## src/rtl/fw_bank_ctrl.sv

```systemverilog
module fw_bank_ctrl #(
  parameter int BANK_AW   = 19,
  parameter int IMG_BYTES = 524288,
  parameter int WD_W      = 16
) (
  input  logic               clk,
  input  logic               rst_n,
  input  logic               boot_bank,
  input  logic               cmd_valid,
  input  logic [1:0]         cmd_op,
  input  logic [BANK_AW-1:0] cmd_addr,
  input  logic [7:0]         cmd_data,
  output logic               spi_sclk,
  output logic               spi_mosi,
  input  logic               spi_miso,
  output logic [3:0]         spi_cs_n,
  output logic               cfg_valid,
  output logic [7:0]         cfg_data,
  output logic               tgt_rst_n,
  input  logic               wd_en,
  input  logic               wd_kick,
  input  logic [WD_W-1:0]    wd_limit,
  output logic               busy,
  output logic               act_bank,
  output logic [1:0]         err_code,
  output logic               rolled,
  output logic [7:0]         fault_cnt
);
  localparam int CW = $clog2(IMG_BYTES + 1);
  localparam int LW = BANK_AW - 1;

  typedef enum logic [1:0] {K_PROG, K_ERASE, K_POLL, K_READ} kind_t;
  typedef enum logic [1:0] {S_IDLE, S_SHIFT, S_GAP, S_FIN} st_t;

  st_t               st;
  kind_t             kind, nxt;
  logic [1:0]        ph;
  logic [2:0]        bitc, bidx;
  logic [7:0]        txs, rxs, wdat, sum;
  logic [BANK_AW-1:0] a;
  logic              bk;
  logic [CW-1:0]     cnt;
  logic              loading, rbload, rb_wd;
  logic [WD_W-1:0]   wcnt;
  logic [1:0]        consec;
  logic              rb_pend, wd_pulse;

  logic [23:0] dev_addr;
  logic [2:0]  bidx_n;
  logic        wd_run;

  function automatic logic [7:0] op_code(kind_t k);
    case (k)
      K_PROG:  return 8'h02;
      K_ERASE: return 8'hD8;
      K_POLL:  return 8'h05;
      default: return 8'h03;
    endcase
  endfunction

  function automatic logic [7:0] tx_byte(kind_t k, logic [2:0] idx, logic [23:0] da, logic [7:0] d);
    case (idx)
      3'd0:    return op_code(k);
      3'd1:    return da[23:16];
      3'd2:    return da[15:8];
      3'd3:    return da[7:0];
      default: return (k == K_PROG) ? d : 8'h00;
    endcase
  endfunction

  assign dev_addr  = 24'(a[LW-1:0]);
  assign bidx_n    = (bidx == 3'd4) ? 3'd4 : bidx + 3'd1;
  assign wd_run    = wd_en & ~loading & (err_code != 2'd3);
  assign busy      = (st != S_IDLE);
  assign spi_sclk  = (st == S_SHIFT) & ph[1];
  assign spi_mosi  = txs[7];
  assign tgt_rst_n = ~(loading | wd_pulse | (err_code == 2'd3));

  always_comb begin
    spi_cs_n = '1;
    if (st == S_SHIFT) spi_cs_n[{bk, a[LW]}] = 1'b0;
  end

  always_ff @(posedge clk) begin
    if (!rst_n) begin
      st <= S_IDLE;   kind <= K_READ;  nxt <= K_READ;
      ph <= '0;       bitc <= '0;      bidx <= '0;
      txs <= '0;      rxs <= '0;       wdat <= '0;  sum <= '0;
      a <= '0;        bk <= 1'b0;      cnt <= '0;
      loading <= 1'b0; rbload <= 1'b0; rb_wd <= 1'b0;
      wcnt <= '0;     consec <= '0;    rb_pend <= 1'b0; wd_pulse <= 1'b0;
      cfg_valid <= 1'b0; cfg_data <= '0;
      act_bank <= boot_bank; err_code <= '0; rolled <= 1'b0; fault_cnt <= '0;
    end else begin
      cfg_valid <= 1'b0;
      wd_pulse  <= 1'b0;

      if (!wd_run || wd_kick) begin
        wcnt <= '0;
        if (wd_kick) consec <= '0;
      end else if (wcnt == wd_limit - 1'b1) begin
        wcnt     <= '0;
        wd_pulse <= 1'b1;
        if (fault_cnt != 8'hFF) fault_cnt <= fault_cnt + 8'd1;
        if (consec == 2'd2) begin
          consec  <= '0;
          rb_pend <= 1'b1;
        end else consec <= consec + 2'd1;
      end else wcnt <= wcnt + 1'b1;

      case (st)
        S_IDLE: begin
          if (rb_pend) begin
            rb_pend <= 1'b0;
            bk <= ~act_bank; a <= '0; cnt <= '0; sum <= '0;
            loading <= 1'b1; rbload <= 1'b1; rb_wd <= 1'b1;
            nxt <= K_READ; st <= S_GAP;
          end else if (cmd_valid) begin
            case (cmd_op)
              2'd0: begin
                bk <= ~act_bank; a <= cmd_addr; wdat <= cmd_data;
                nxt <= K_PROG; st <= S_GAP;
              end
              2'd1: begin
                bk <= ~act_bank; a <= cmd_addr;
                nxt <= K_ERASE; st <= S_GAP;
              end
              2'd2: begin
                bk <= ~act_bank; a <= '0; cnt <= '0; sum <= '0;
                loading <= 1'b1; rbload <= 1'b0; rb_wd <= 1'b0;
                nxt <= K_READ; st <= S_GAP;
              end
              default: ;
            endcase
          end
        end

        S_GAP: begin
          st   <= S_SHIFT;
          kind <= nxt;
          ph   <= '0;
          bitc <= '0;
          bidx <= '0;
          txs  <= op_code(nxt);
        end

        S_SHIFT: begin
          ph <= ph + 2'd1;
          if (ph == 2'd2) rxs <= {rxs[6:0], spi_miso};
          if (ph == 2'd3) begin
            if (bitc != 3'd7) begin
              bitc <= bitc + 3'd1;
              txs  <= {txs[6:0], 1'b0};
            end else begin
              bitc <= '0;
              bidx <= bidx_n;
              txs  <= tx_byte(kind, bidx_n, dev_addr, wdat);
              case (kind)
                K_PROG:  if (bidx == 3'd4) begin st <= S_GAP; nxt <= K_POLL; end
                K_ERASE: if (bidx == 3'd3) begin st <= S_GAP; nxt <= K_POLL; end
                K_POLL:  if (bidx == 3'd1) begin
                  if (rxs[0]) begin st <= S_GAP; nxt <= K_POLL; end
                  else st <= S_IDLE;
                end
                default: if (bidx == 3'd4) begin
                  cfg_valid <= 1'b1;
                  cfg_data  <= rxs;
                  sum       <= sum + rxs;
                  cnt       <= cnt + 1'b1;
                  a         <= a + 1'b1;
                  if (cnt == CW'(IMG_BYTES - 1)) st <= S_FIN;
                  else if (&a[LW-1:0]) begin st <= S_GAP; nxt <= K_READ; end
                end
              endcase
            end
          end
        end

        default: begin
          if (sum == 8'd0) begin
            act_bank <= bk;
            loading  <= 1'b0;
            rolled   <= rbload;
            err_code <= rbload ? (rb_wd ? 2'd2 : 2'd1) : 2'd0;
            st       <= S_IDLE;
          end else if (!rbload) begin
            bk <= act_bank; a <= '0; cnt <= '0; sum <= '0;
            rbload <= 1'b1; rb_wd <= 1'b0;
            nxt <= K_READ; st <= S_GAP;
          end else begin
            err_code <= 2'd3;
            loading  <= 1'b0;
            st       <= S_IDLE;
          end
        end
      endcase
    end
  end
endmodule

```

## config.mk

```make
export PLATFORM = sky130hd
export DESIGN_NAME = fw_bank_ctrl
export DESIGN_NICKNAME = d
export VERILOG_FILES = /design/src/rtl/fw_bank_ctrl.sv
export SDC_FILE = /design/constraint.sdc
export NUM_CORES = 1
export LEC_CHECK = 0
export CAP_MARGIN = 0
export CORE_UTILIZATION = 52
export CTS_CLUSTER_SIZE = 28
export DETAILED_ROUTE_END_ITERATION = 6
export PLACE_DENSITY = 0.77
export SYNTH_ARGS = -nofsm -noshare
export SYNTH_HDL_FRONTEND = slang
export SYNTH_SLANG_ARGS = --single-unit
```

## constraint.sdc

```tcl
create_clock -name clk -period 3.3 [get_ports clk]
set_input_delay 0.495 -clock clk [delete_from_list [all_inputs] [get_ports clk]]
set_output_delay 0.495 -clock clk [all_outputs]
set_load 0.02 [all_outputs]
```

# Word level (Yosys, flattened, before mapping)

Index checks and enable logic that the tools add are counted.

Div/mod/pow operators: 0
Shift operators: 0
Reductions and logical operators: 41
Magnitude comparators: 2
Multiply operators: 0
Mux-type cells: 116
$add $sub $neg: 10
Bitwise gates (word level): 19
Equality and inequality tests: 47

Operators with widths:

| cell                                                  | number |
|---|---|
| two-way mux 20 bit                                    | 9 |
| two-way mux 19 bit                                    | 8 |
| two-way mux 8 bit                                     | 12 |
| case mux 8 bit (3 select lines)                       | 3 |
| two-way mux 2 bit                                     | 33 |
| case mux 20 bit (3 select lines)                      | 1 |
| case mux 19 bit (3 select lines)                      | 1 |
| case mux 19 bit (2 select lines)                      | 1 |
| case mux 8 bit (4 select lines)                       | 1 |
| case mux 2 bit (3 select lines)                       | 5 |
| two-way mux 1 bit                                     | 27 |
| AND reduction 9 bit                                   | 3 |
| != test 3 bit, second input constant                  | 7 |
| adder 20 x 1 -> 20 bit, second input constant         | 1 |
| equality test 20 x 19 -> 1 bit, second input constant | 1 |
| adder 19 x 1 -> 19 bit, second input constant         | 1 |
| AND reduction 18 bit                                  | 1 |
| adder 16 x 1 -> 16 bit, second input constant         | 1 |
| equality test 16 bit                                  | 1 |
| equality test 2 bit, second input constant            | 8 |
| case mux 8 bit (2 select lines)                       | 1 |
| subtractor 16 x 1 -> 16 bit, second input constant    | 1 |
| two-way mux 3 bit                                     | 5 |
| AND reduction 5 bit                                   | 3 |
| 45 further kinds                                      | 100 |

ROM bits: 0
Logic and storage cells: 261
Input port bits: 52
Output and inout port bits: 29
Memories kept: 0
Bits in latches: 0
Bits in writable memories: 0
Register bits after elaboration: 130

# Depth between registers and ports, before layout

Depth in word-level cells: 8
Gate-level depth with buffers: 13
Gate-level depth less buffers: 10

# Worst setup path before layout

OpenSTA, ideal clock, no wires.

Path type: input -> register
From: input wd_limit[0]
To: register rb_pend
Setup slack: -0.111 ns
Path buffers: 2
Arrival: 3.341 ns
Data required time: 3.229 ns
Library setup time: 0.071 ns
Stages on the path: 12
Cells stage by stage: clkbuf_1 inv_1 ha_1 buf_2 or4b_4 or4_4 xnor2_2 nand2_2 a2111oi_4 nand4_2 or4b_1 a21oi_1

Word-level cells in the longest chain between the ends: 6

RTL lines:

| element                         | RTL line | text |
|---|---|---|
| start, declared                 | 22       | `input logic [WD_W-1:0] wd_limit,` |
| subtractor 16 x 1 -> 16 bit (*) | 101      | `end else if (wcnt == wd_limit - 1'b1) begin` |
| equality test 16 bit (*)        | 101      |  |
| two-way mux 1 bit (*)           | 101      |  |
| two-way mux 1 bit (*)           | 98       | `if (!wd_run \|\| wd_kick) begin` |
| two-way mux 1 bit               | 113      | `if (rb_pend) begin` |
| two-way mux 1 bit (*)           | 111      | `case (st)` |
| end signal, assigned            | 91       | `wcnt <= '0; consec <= '0; rb_pend <= 1'b0; wd_pulse <= 1'b0;` |
| end signal, assigned            | 107      | `rb_pend <= 1'b1;` |
| end signal, assigned            | 114      | `rb_pend <= 1'b0;` |
| end, declared                   | 46       | `logic rb_pend, wd_pulse;` |

Every way passes the cells marked *; elsewhere a longest branch is shown, timed or not.
A chain may end at the register's enable or synchronous reset.

# Final worst setup path

From: input wd_limit[2]
To: register fault_cnt[3]

Word-level cells in the longest chain between the ends: 3

RTL lines:

| element                       | RTL line | text |
|---|---|---|
| subtractor 16 x 1 -> 16 bit   | 101      |  |
| equality test 16 bit          | 101      |  |
| AND reduction 3 bit (no line) | n/a      |  |
| end signal, assigned          | 104      | `if (fault_cnt != 8'hFF) fault_cnt <= fault_cnt + 8'd1;` |
| end, declared                 | 27       | `output logic [7:0] fault_cnt` |

Every way passes these cells.

==> metrics.txt <==
grt met2 use=0.450; Yosys reg bits=130; largest net degree at the start of global routing=53; synthesis warning total=0; Cell variety after synth=70; Switch Pwr=around 1.8 mW; register area share after synthesis=0.353; fin nets=about 1.1k; Final min period=approximately 3.2 ns; slew at the pin with the worst max-slew slack=around 0.62 ns; ANT cells=0; crit start category=primary input; CTS root buf=clkbuf_16; r2r startpoint=a[1]; Layout area overhead=25.0%; Netlist Area Pre-Place=between 7000 and 8000 µm²; status=finished clean; ys async rst share=0; TritonCTS clock tree=done; RSZ-0062 raised after global routing=no; Sequential Power Share=0.369; number of synthesized flops with an enable pin=1; skew final=0.00746 ns; CP max-delay cell=or4b_4; routability cong.=roughly 0.91; Worst R2R Setup Slack=~0.52 ns; critical-path cell list=clkdlybuf4s50_1 -> or4b_4 -> or4_4 -> xnor2_2 -> nand2_2 -> a2111oi_4 -> nand4_4 -> buf_4 -> or4_1 -> a21oi_1; row count=43; CP top delay family=simple AND/OR/NAND/NOR gates; Worst VDD drop=0.000420 V; Worst setup EP type=register; start point of the worst hold path=wdat[0]; first-pass GRT wire length=31600 µm; Vias=~7.1k; routed len/inst=between 15 and 20 µm; I/O Pins=between 80 and 90; Clock Tree Buf Depth=2; FMAX=around 310 MHz; grt peak-use layer=met2; clk slew on worst S/H paths=about 0.060 ns; vias in the first global route=between 6k and 7k; Synth Flop Type=dfxtp_1; H-Tree Depth=4; final setup violation count=0; hpwl dp=13200 µm; CP required=between 3 and 4 ns; most common cell after layout, fill and taps aside=dfxtp_1; Tcrit/Tclk final=0.967; initial core utilization=0.533; layout cell share with drive strength beyond 1=0.102; fillcell total=1159; syn_nets=just over 1k; Clk Latency, worst-skew pair=between 0.4 and 0.5 ns; worst hold path endpoint=wdat[0]; WP buf/inv=2; Final Max Tran Viols=0; via/cell ratio=approximately 5.8; Die Area=~15000 µm²; Final Total Pwr=5.14 mW; met1 Resource Use GR=0.338; PwrDens=557 nW/µm²; worst setup path class=primary input to register; Pint=3.38 mW; reg2reg path depth=9; most frequent cells in the layout=129 x dfxtp_1, 98 x nor2_1, 87 x nand2_1, 86 x a21oi_1, 78 x clkdlybuf4s50_1; Final ANT Viol Nets=0; Clk pwr share=0.357; Congestion Overflow GR=0; CP arrival=~3.6 ns; Fin Setup TNS=0 ns; Detailed Route Iter0 Violations=between 400 and 500; Chip Width=121 µm; max-cap viol count=0; dpl ws=-0.433 ns; switching share of total power=0.343; CP Max Fanout=5; placed cell areas=8640 µm²; register area=2610 µm²; total track usage=0.269; Hold Crit Depth=2; port bufs=80; Gate Count Post-Synth=just over 900; slowest stage delay, CP=roughly 0.58 ns; Slew headroom=0.583; drt total wl=approximately 19000 µm; Die Span Y=approximately 120 µm; PnR worst setup slack=between 0.1 and 0.15 ns; worst flop-to-flop path endpoint=st[1]; combinational share of power=0.274; Avg Cell Area, Syn=about 8 µm²; multi-input logic area=between 4000 and 5000 µm²; DRT Pass-1 Iters=5; post-route cell area=9240 µm²; cts bufs inserted=17; Pleak=between 3 and 4 nW; antenna violations before repair=0; Hold-fix buffers, CTS=0; total core area=approximately 14000 µm²; CTS sink cnt=130; Post-route DRC=0; Final Hold Fails=0; HP Class=register to register; met3 GRT Util=0.0592
[synthesized netlist by cell type (11+ instances only)]
master,count,area share
nand2_1,87,0.044
xnor2_1,28,0.033
nor2_1,98,0.050
inv_1,41,0.021
xor2_1,33,0.039
nand3_1,73,0.049
ha_1,38,0.064
nor3_1,19,0.013
and2_1,12,0.010
mux2i_1,13,0.018
and3_1,16,0.014
o21ai_0,30,0.020
o211ai_1,15,0.015
or3_1,11,0.0093
dfxtp_1,129,0.35
a21oi_1,86,0.058
clkbuf_1,38,0.019
[area by class of cell]
type                            instances  area share
Timing Repair Buffer                  130       0.129
Clock buffer                           18      0.0487
Sequential cell                       130       0.283
Clock inverter                         14      0.0135
Inverter                               42      0.0173
Tap cell                              180      0.0244
Multi-Input combinational cell        707       0.484
[worst min-delay path: stages, from the launching register on]
cell and delay [ns]:
dfxtp_1 0.31, nand2_1 0.05, a21oi_1 0.05
[routing by layer]
| layer | up-vias | share of wire | wire (µm) |
|---|---|---|---|
| li1 | 3507 | - | - |
| met2 | 230 | 0.48 | 9070 |
| met5 | - | 0 | 0 |
| met3 | 36 | 0.052 | 984 |
| met1 | 3335 | 0.44 | 8320 |
| met4 | 0 | 0.021 | 399 |
[state kept, by name (all words and copies together) (netlist names), 3 cells and up]
register and cells:
bidx 3, bitc 3, rxs 8, a 19
wdat 8, txs 8, cnt 20, wcnt 16
sum 8, cfg_data 8, fault_cnt 8
[repair_timing]
action / in CTS / in global routing
setup buffers: 0 / 2
gates resized for setup: 1 / 3
endpoints found under the setup margin: 1 / 22
pin swaps: 0 / 4
[power by group through the flow]
stage	Combinational, mW	Clock (mW)	Sequential [mW]
CTS	1.40	1.85	1.89
global placement	1.36	0	1.92
finish	1.41	1.83	1.90
global route	1.57	1.94	1.92
detailed placement	1.39	0	1.92
floorplan	0.959	0	1.88
[worst max-delay path by stage]
stage	from	endpoint	slack, ns	depth (start not counted)
global route	wd_limit[2]	fault_cnt[3]	0.005	12
floorplan	wd_limit[0]	rb_pend	0.003	12
global placement	wd_limit[0]	rb_pend	-0.37	11
CTS	wd_limit[0]	fault_cnt[0]	0.04	12
finish	wd_limit[2]	fault_cnt[3]	0.11	10
detailed placement	wd_limit[0]	fault_cnt[0]	-0.43	12
[kinds of logic (layout without fill, tap and decap cells)]
group                      count (synthesis)  count (layout)  synth area share
and+or+nand+nor                          377             377             0.250
AOI/OAI and AO/OA                        212             212             0.182
DFF                                      130             130             0.353
buffers and inverters                     90             204            0.0464
xor gates and xnor gates                  62              62            0.0745
adders and majority gates                 39              39            0.0670
muxes                                     17              17            0.0267
[stage by stage]
stage	cells	util	hold slack [ns]
2_1_floorplan	927	-	0.437
3_3_place_gp	1187	0.622	0.446
3_5_place_dp	1187	0.622	0.449
4_1_cts	1219	0.664	0.458
5_1_grt	1221	0.666	0.472
6_report	1221	0.666	0.458
Note: power is estimated with default switching activity, not from simulation.
